**src/rtl/cfg_stream_pkg.sv**
```systemverilog
package cfg_stream_pkg;
  typedef enum logic {
    ROLE_FOLLOWER = 1'b0,
    ROLE_MASTER   = 1'b1
  } role_e;

  function automatic int unsigned cnt_width(input int unsigned n);
    return (n > 1) ? $clog2(n) : 1;
  endfunction
endpackage

```
**src/rtl/cfg_por_timer.sv**
```systemverilog
module cfg_por_timer #(
  parameter int unsigned POR_CYCLES = 16
) (
  input  logic clk_i,
  input  logic rst_ni,
  output logic ready_o
);
  localparam int unsigned CW = $clog2(POR_CYCLES + 1);

  logic [CW-1:0] cnt_q;

  always_ff @(posedge clk_i or negedge rst_ni) begin
    if (!rst_ni) begin
      cnt_q   <= '0;
      ready_o <= 1'b0;
    end else if (!ready_o) begin
      cnt_q <= cnt_q + 1'b1;
      if (cnt_q == CW'(POR_CYCLES - 1)) ready_o <= 1'b1;
    end
  end
endmodule

```
**src/rtl/cfg_clk_unit.sv**
```systemverilog
module cfg_clk_unit
  import cfg_stream_pkg::*;
#(
  parameter int unsigned DIV_HALF = 4,
  parameter int unsigned SYNC_LEN = 2
) (
  input  logic clk_i,
  input  logic rst_ni,
  input  logic master_i,
  input  logic run_i,
  input  logic dclk_i,
  output logic dclk_o,
  output logic rise_o
);
  localparam int unsigned DW = cnt_width(DIV_HALF);

  logic [DW-1:0]     div_q;
  logic              dclk_q;
  logic [SYNC_LEN:0] sync_q;
  logic              div_wrap;
  logic              master_rise;
  logic              follower_rise;

  assign div_wrap = (div_q == DW'(DIV_HALF - 1));

  always_ff @(posedge clk_i or negedge rst_ni) begin
    if (!rst_ni) begin
      div_q  <= '0;
      dclk_q <= 1'b0;
    end else if (!(run_i && master_i)) begin
      div_q  <= '0;
      dclk_q <= 1'b0;
    end else if (div_wrap) begin
      div_q  <= '0;
      dclk_q <= ~dclk_q;
    end else begin
      div_q <= div_q + 1'b1;
    end
  end

  // extra stage past the synchroniser holds the previous level for edge detect
  always_ff @(posedge clk_i or negedge rst_ni) begin
    if (!rst_ni) sync_q <= '0;
    else         sync_q <= {sync_q[SYNC_LEN-1:0], dclk_i};
  end

  assign master_rise   = run_i && div_wrap && !dclk_q;
  assign follower_rise = sync_q[SYNC_LEN-1] && !sync_q[SYNC_LEN];

  assign dclk_o = dclk_q;
  assign rise_o = master_i ? master_rise : follower_rise;
endmodule

```
**src/rtl/cfg_bit_rom.sv**
```systemverilog
module cfg_bit_rom #(
  parameter int unsigned DEPTH   = 64,
  parameter logic [31:0] PATTERN = 32'h0,
  parameter int unsigned AW      = 7
) (
  input  logic [AW-1:0] addr_i,
  output logic          bit_o
);
  localparam int unsigned SLOTS = 2 ** AW;

  logic [SLOTS-1:0] mem;

  for (genvar g = 0; g < SLOTS; g++) begin : g_slot
    if (g < DEPTH) begin : g_used
      assign mem[g] = PATTERN[g % 32];
    end else begin : g_pad
      assign mem[g] = 1'b0;
    end
  end

  assign bit_o = mem[addr_i];
endmodule

```
**src/rtl/cfg_bit_streamer.sv**
```systemverilog
module cfg_bit_streamer
  import cfg_stream_pkg::*;
#(
  parameter int unsigned DEPTH      = 64,
  parameter logic [31:0] PATTERN    = 32'hC3A5_0F96,
  parameter int unsigned DIV_HALF   = 4,
  parameter int unsigned POR_CYCLES = 16
) (
  input  logic clk_i,
  input  logic rst_ni,
  input  logic oe_rst_ni,
  input  logic cs_ni,
  input  logic ser_en_i,
  input  logic dclk_i,
  output logic dclk_o,
  output logic dclk_oe_o,
  output logic data_o,
  output logic data_oe_o,
  output logic casc_no,
  output logic ready_o
);
  localparam int unsigned AW = $clog2(DEPTH + 1);

  logic          ready;
  logic          hold_rst;
  logic          done;
  logic          stream_en;
  logic          rise;
  logic          advance;
  logic          rom_bit;
  logic          is_master;
  role_e         role_q;
  logic [AW-1:0] addr_q;

  cfg_por_timer #(.POR_CYCLES(POR_CYCLES)) u_por (
    .clk_i  (clk_i),
    .rst_ni (rst_ni),
    .ready_o(ready)
  );

  assign hold_rst = !ready || !oe_rst_ni;

  always_ff @(posedge clk_i or negedge rst_ni) begin
    if (!rst_ni)       role_q <= ROLE_FOLLOWER;
    else if (hold_rst) role_q <= cs_ni ? ROLE_FOLLOWER : ROLE_MASTER;
  end

  assign is_master = (role_q == ROLE_MASTER);
  assign done      = (addr_q == AW'(DEPTH));
  assign stream_en = !hold_rst && !cs_ni && ser_en_i && !done;

  cfg_clk_unit #(.DIV_HALF(DIV_HALF)) u_clk (
    .clk_i   (clk_i),
    .rst_ni  (rst_ni),
    .master_i(is_master),
    .run_i   (stream_en),
    .dclk_i  (dclk_i),
    .dclk_o  (dclk_o),
    .rise_o  (rise)
  );

  assign advance = stream_en && rise;

  always_ff @(posedge clk_i or negedge rst_ni) begin
    if (!rst_ni)       addr_q <= '0;
    else if (hold_rst) addr_q <= '0;
    else if (advance)  addr_q <= addr_q + 1'b1;
  end

  cfg_bit_rom #(.DEPTH(DEPTH), .PATTERN(PATTERN), .AW(AW)) u_rom (
    .addr_i(addr_q),
    .bit_o (rom_bit)
  );

  assign data_oe_o = stream_en;
  assign data_o    = stream_en & rom_bit;
  assign dclk_oe_o = ready && is_master;
  assign casc_no   = !done;
  assign ready_o   = ready;
endmodule

```
**config.mk**
```make
export PLATFORM = sky130hd
export DESIGN_NAME = cfg_bit_streamer
export DESIGN_NICKNAME = d
export VERILOG_FILES = /design/src/rtl/cfg_stream_pkg.sv /design/src/rtl/cfg_por_timer.sv /design/src/rtl/cfg_clk_unit.sv /design/src/rtl/cfg_bit_rom.sv /design/src/rtl/cfg_bit_streamer.sv
export SDC_FILE = /design/constraint.sdc
export NUM_CORES = 1
export LEC_CHECK = 0
export ABC_AREA = 1
export BUFFER_PORTS_ARGS = -buffer_cell sky130_fd_sc_hd__buf_2
export CORE_MARGIN = 1
export CORE_UTILIZATION = 54
export CTS_BUF_LIST = sky130_fd_sc_hd__clkbuf_4 sky130_fd_sc_hd__clkbuf_8
export CTS_CLUSTER_DIAMETER = 50
export DETAILED_ROUTE_END_ITERATION = 12
export HOLD_SLACK_MARGIN = 0.03
export MAX_ROUTING_LAYER = met4
export PLACE_DENSITY = 0.87
export SLEW_MARGIN = 20
export SYNTH_ARGS = -nofsm -noshare
export SYNTH_HDL_FRONTEND = slang
export SYNTH_HIERARCHICAL = 1
export SYNTH_SLANG_ARGS = --single-unit
```
**constraint.sdc**
```tcl
create_clock -name clk_i -period 1.7 [get_ports clk_i]
set_clock_uncertainty 0.05 [all_clocks]
set_input_delay 0.085 -clock clk_i [delete_from_list [all_inputs] [get_ports clk_i]]
set_output_delay 0.085 -clock clk_i [all_outputs]
set_load 0.05 [all_outputs]
```
==> results of run 1 <==
[layer usage]
layer | wire [µm] | share of wire | global-route usage | vias up
met2 | 1610 | 0.55 | 0.501 | 35
li1 | - | - | - | 518
met4 | 74 | 0.025 | 0.122 | 0
met1 | 1140 | 0.39 | 0.338 | 527
met3 | 104 | 0.035 | 0.0679 | 12
met5 | 0 | 0 | - | -
[Yosys cell counts]
master / instances / share of area
nand4_1: 1 / 0.0056
dfrtp_1: 20 / 0.44
nand3_2: 2 / 0.018
inv_1: 28 / 0.093
or2_1: 1 / 0.0056
xor2_1: 2 / 0.016
inv_2: 1 / 0.0033
ha_1: 5 / 0.056
nor3_1: 2 / 0.0089
nand3_1: 18 / 0.080
o21ai_0: 5 / 0.022
nor2_4: 1 / 0.010
nand3b_1: 1 / 0.0067
buf_6: 2 / 0.020
nand2_2: 2 / 0.011
nor2_2: 1 / 0.0056
clkinv_1: 1 / 0.0033
nor2_1: 10 / 0.033
o21ai_1: 4 / 0.018
xnor2_1: 2 / 0.016
a21oi_1: 1 / 0.0044
nand2_1: 36 / 0.12
[cell usage in the layout, fill, tap and decap left out, types with 2 or more instances in the layout]
cell           count
buf_2              9
buf_4             12
buf_6              5
clkbuf_4           3
dfrtp_1           18
dfrtp_2            2
dlygate4sd3_1      3
ha_1               4
inv_1             20
inv_2              6
inv_4              2
nand2_1           30
nand2_2            6
nand2_4            2
nand3_1           10
nand3_2            8
nand3_4            3
nor2_1             7
nor2_2             2
nor2_4             3
o21ai_0            4
o21ai_1            3
o21ai_2            2
xnor2_1            2
xor2_1             2
[area by class of cell]
cell class / count / area [µm²]
inverter: 30 / 121
sequential: 20 / 503
multi-input combinational: 95 / 621
tap: 27 / 33.8
fill: 120 / 425
timing repair buffer: 29 / 221
clock buffer: 4 / 36.3
[cells by family after synthesis]
group                      count (synthesis)  share of synthesized area
xor gates and xnor gates                   4                     0.0311
adders and majority gates                  5                     0.0556
and+or+nand+nor                           75                      0.304
AOI/OAI and AO/OA                         10                     0.0444
buffers and inverters                     32                      0.120
DFF                                       20                      0.444
[worst min path at each step]
stage,start,endpoint,slack [ns]
2_1_floorplan,rst_ni,addr_q[0],-0.26
3_3_place_gp,rst_ni,addr_q[3],0.01
3_5_place_dp,rst_ni,addr_q[3],0.01
4_1_cts,ser_en_i,addr_q[0],0.16
5_1_grt,ser_en_i,addr_q[0],0.20
6_report,rst_ni,addr_q[3],0.19
[worst max-delay path, stage by stage (launching register included)]
cell and delay, ns:
dfrtp_1 0.38, buf_6 0.15, inv_2 0.06, nand2_1 0.06
nand3_1 0.07, nand3_1 0.09, nand2_1 0.08, nor2_2 0.13
inv_1 0.07, nor2_2 0.13, buf_6 0.17
[power by group]
| part | leakage (nW) | switching [mW] | internal, mW |
|---|---|---|---|
| Clock | 0.0210 | 0.149 | 0.131 |
| Sequential | 0.258 | 0.00591 | 0.483 |
| Combinational | 0.460 | 0.0568 | 0.0280 |
| Total | 0.739 | 0.212 | 0.641 |
[through the flow]
step	worst slack [ns]	area, µm²	TNS, ns	cells	utilization
after floorplan	-0.435	1140	-3.18	146	-
after global placement	0.0183	1280	0	191	0.652
after detailed placement	-0.0946	1280	-0.432	191	0.652
after CTS	-0.0635	1440	-0.0635	203	0.732
after global routing	-0.245	1540	-1.40	205	0.783
final	-0.122	1540	-0.601	205	0.783
[what timing repair did]
action	4_1_cts	5_1_grt
gates cloned	1	0
buffers inserted	4	2
endpoints found under the hold margin	22	0
resized for setup	17	25
hold buffers	3	0
pin swaps	9	7
endpoints found under the setup margin	8	10
[state kept, by name (all words and copies together), names as in the netlist]
name,cells
addr_q,7
is_master,1
u_clk/dclk_o,1
u_clk/div_q,2
u_clk/sync_q,3
u_por/cnt_q,5
u_por/ready_o,1
==> impl_metrics.env, run 1 <==
export IMPL_status="finished, violations left"
export IMPL_violations="negative setup slack"
export IMPL_ff2ff_setup_slack_ns=-0.09
export IMPL_wl_um=2930
export IMPL_hold_path_class="in2async"
export IMPL_clkLatencyLatePin_ns=0.31
export IMPL_vias_per_cell=5.33
export IMPL_grt_pass1_wl_um=4330
export IMPL_fin_crit_ns=1.82
export IMPL_crit_fanout=8
export IMPL_cts_htree_levels=1
export IMPL_power_density_nw_per_um2=555
export IMPL_hold_violations=0
export IMPL_finalPower_mw=0.853
export IMPL_ys_seq_area_frac=0.444
export IMPL_hold_ws_ns=0.186
export IMPL_place_gp_congestion=0.834
export IMPL_drive_above_1_share=0.388
export IMPL_cp_endpoint="data_o"
export IMPL_peakVddDrop_v=0.000565
export IMPL_cp_arrival_ns=1.69
export IMPL_grt_max_degree=21
export IMPL_vias=1092
export IMPL_p_leak_nw=0.739
export IMPL_ys_types=22
export IMPL_critPathLaunchType="register"
export IMPL_period_share=1.07
export IMPL_dp_hpwl_um=1780
export IMPL_cts_made_buffers=3
export IMPL_cts_root_buffer_cell="clkbuf_4"
export IMPL_synthesis_instances=146
export IMPL_syn_num_nets=157
export IMPL_mappedNetlistArea_um2=1130
export IMPL_path_clk_slew_ns=0.12
export IMPL_coreArea_um2=1960
export IMPL_grt_overflow=0
export IMPL_critPathKind="reg2out"
export IMPL_die_w_um=47.7
export IMPL_grt_usage=0.297
export IMPL_start_util=0.574
export IMPL_syn_to_final_growth_pct=36.4
export IMPL_clock_path_buffers=2
export IMPL_rsz0062_at_grt="yes"
export IMPL_first_pass_iters=4
export IMPL_critical_path_startpoint="addr_q[2]"
export IMPL_io_buffers=11
export IMPL_dieHeight_um=47.7
export IMPL_rows=16
export IMPL_endpoint_kind="output port"
export IMPL_relSlewSlack=0.690
export IMPL_grt_pass1_vias=975
export IMPL_layout_setup_ws_ns=-0.122
export IMPL_ios=12
export IMPL_n_antenna_cell=0
export IMPL_nets=190
export IMPL_antenna_left=0
export IMPL_tightest_slew_ns=0.464
export IMPL_rr_worst_depth=14
export IMPL_synth_seq_cells=20
export IMPL_reg2reg_to="addr_q[4]"
export IMPL_first_iter_violations=30
export IMPL_worstPathRequired_ns=1.56
export IMPL_yosys_warnings=6
export IMPL_rr_startpoint="addr_q[1]"
export IMPL_slew_viol_final=0
export IMPL_grt_antenna_before_repair=0
export IMPL_clock_sinks=20
export IMPL_cts_tree="built"
export IMPL_cap_viol_max_count=0
export IMPL_post_route_drc_count=0
export IMPL_wire_per_inst_um=14.3
export IMPL_setup_viol_count_final=9
export IMPL_max_clock_freq_ghz=0.549
export IMPL_syn_area_per_cell_um2=7.71
export IMPL_dieArea_um2=2270
Note: power is estimated with default switching activity, not from simulation.
==> run 2, diff against run 1 <==
--- a/config.mk
+++ b/config.mk
@@ -15,6 +15,7 @@
 export HOLD_SLACK_MARGIN = 0.03
 export MAX_ROUTING_LAYER = met4
 export PLACE_DENSITY = 0.87
+export RECOVER_POWER = 100
 export SLEW_MARGIN = 20
 export SYNTH_ARGS = -nofsm -noshare
 export SYNTH_HDL_FRONTEND = slang
==> impl_metrics.env, run 2 (synthesis results as in run 1) <==
export IMPL_hold_ws_ns=0.204
export IMPL_max_clock_freq_ghz=0.546
export IMPL_hold_path_class="in2reg"
export IMPL_top_regs="addr_q x7, u_por/cnt_q x5, u_clk/sync_q x3"
export IMPL_nets=190
export IMPL_grt_antenna_before_repair=0
export IMPL_endpoint_kind="output port"
export IMPL_path_clk_slew_ns=0.12
export IMPL_layout_common_cells="nand2_1 (30), inv_1 (20), dfrtp_1 (18)"
export IMPL_post_route_drc_count=0
export IMPL_met2_usage=0.501
export IMPL_cts_tree="built"
export IMPL_cts_root_buffer_cell="clkbuf_4"
export IMPL_final_common_cell="nand2_1"
export IMPL_fin_crit_ns=1.83
export IMPL_n_antenna_cell=0
export IMPL_antenna_left=0
export IMPL_crit_chain="buf_6 > inv_2 > nand2_1 > nand3_1 > nand3_1 > nand2_1 > nor2_2 > inv_1 > nor2_2 > buf_6"
export IMPL_p_int_mw=0.641
export IMPL_clkPwrFrac=0.328
export IMPL_vias_per_cell=5.27
export IMPL_drive_above_1_share=0.371
export IMPL_vias=1080
export IMPL_ios=12
export IMPL_worstPathRequired_ns=1.56
export IMPL_slowest_stage="dfrtp_1"
export IMPL_coreArea_um2=1960
export IMPL_slowest_delay_ns=0.38
export IMPL_combPwrFrac=0.099
export IMPL_tightest_slew_ns=1.11
export IMPL_switchingPower_mw=0.212
export IMPL_cts_made_buffers=3
export IMPL_dieHeight_um=47.7
export IMPL_clkLatencyLatePin_ns=0.31
export IMPL_path_buf_inv=4
export IMPL_first_iter_violations=31
export IMPL_cap_viol_max_count=0
export IMPL_period_share=1.08
export IMPL_dp_hpwl_um=1780
export IMPL_rsz0062_at_grt="yes"
export IMPL_start_util=0.574
export IMPL_violations="negative setup slack"
export IMPL_p_leak_nw=0.730
export IMPL_cp_arrival_ns=1.70
export IMPL_power_switching_share=0.249
export IMPL_critPathKind="reg2out"
export IMPL_crit_family="simple AND/OR/NAND/NOR gates"
export IMPL_io_buffers=11
export IMPL_wl_um=2930
export IMPL_crit_fanout=8
export IMPL_grt_usage=0.297
export IMPL_slew_viol_final=0
export IMPL_place_gp_congestion=0.834
export IMPL_setup_viol_count_final=9
export IMPL_clock_sinks=20
export IMPL_relSlewSlack=0.262
export IMPL_grt_max_degree=21
export IMPL_die_w_um=47.7
export IMPL_grt_busiest_layer="met2"
export IMPL_critPathLaunchType="register"
export IMPL_syn_to_final_growth_pct=35.9
export IMPL_wire_per_inst_um=14.3
export IMPL_use_met3=0.0679
export IMPL_finalPower_mw=0.853
export IMPL_first_pass_iters=4
export IMPL_status="finished, violations left"
export IMPL_rows=16
export IMPL_largest_reg_flops=7
export IMPL_cts_htree_levels=1
export IMPL_grt_pass1_wl_um=4330
export IMPL_hold_violations=0
export IMPL_ff2ff_setup_slack_ns=-0.09
export IMPL_layout_setup_ws_ns=-0.131
export IMPL_grt_overflow=0
export IMPL_pwr_share_seq=0.572
export IMPL_grt_use_met1=0.338
export IMPL_peakVddDrop_v=0.000581
export IMPL_dieArea_um2=2270
export IMPL_grt_pass1_vias=975
export IMPL_clock_path_buffers=2
export IMPL_top_register="addr_q"
export IMPL_power_density_nw_per_um2=558
[run 2: changes by cell type in the layout (fill, tap and decap cells not counted), sizes merged]
cell,before,now
buf,26,22
clkbuf,4,8
[run 2: cell type report]
type                    count  area (µm²)
inverters                  30         121
multi-input cells          95         621
clock buffers               4        36.3
flip-flops and latches     20         503
well taps                  27        33.8
repair buffers             29         215
fillers                   121         432
[run 2: per-stage QoR]
step            util  cell area [µm²]  std cells  setup TNS [ns]  setup slack [ns]
5_1_grt        0.780             1530        205           -1.41            -0.245
3_3_place_gp   0.652             1280        191               0            0.0183
2_1_floorplan      -             1140        146           -3.18            -0.435
4_1_cts        0.732             1440        203         -0.0635           -0.0635
3_5_place_dp   0.652             1280        191          -0.432           -0.0946
6_report       0.780             1530        205          -0.592            -0.131
[run 2: metal layers]
metal	vias to the layer above	part of all wire
met2	40	0.54
met4	0	0.024
met1	513	0.39
met3	10	0.047
met5	-	0
li1	517	-
[run 2: worst paths after layout]
path / start / end / cells after the start
worst min register to register: u_clk/sync_q[0] / u_clk/sync_q[1] / 0
worst min-delay path: ser_en_i / addr_q[0] / 5
min in group asynchronous: rst_ni / addr_q[3] / 2
worst max register to register: addr_q[1] / addr_q[4] / 14
max in group asynchronous: rst_ni / u_por/ready_o / 2
worst max-delay path: addr_q[2] / data_o / 10
[run 2: worst register-to-register path: stages, from the launching register on]
cell	delay [ns]
dfrtp_1	0.41
inv_1	0.07
ha_2	0.17
nand2_2	0.05
inv_2	0.06
nand3_4	0.07
nand2_4	0.11
clkinvlp_4	0.10
nand2_2	0.08
inv_2	0.04
nand2_2	0.09
nand2_4	0.09
nand3_4	0.15
nand3_2	0.09
o21ai_2	0.07
[run 2: power groups by stage]
| stage | logic, mW | registers (mW) | clock network, mW |
|---|---|---|---|
| floorplan | 0.0337 | 0.497 | 0 |
| global placement | 0.0558 | 0.497 | 0 |
| detailed placement | 0.0581 | 0.497 | 0 |
| CTS | 0.0737 | 0.488 | 0.289 |
| global route | 0.0921 | 0.489 | 0.312 |
| finish | 0.0846 | 0.489 | 0.280 |
[run 2: repair_timing]
item | CTS | global route
hold endpoints to repair | 22 | 0
gates cloned | 1 | 0
hold buffers | 3 | 0
resized for setup | 17 | 25
setup buffers | 4 | 2
pin swaps | 9 | 7
endpoints found under the setup margin | 8 | 10
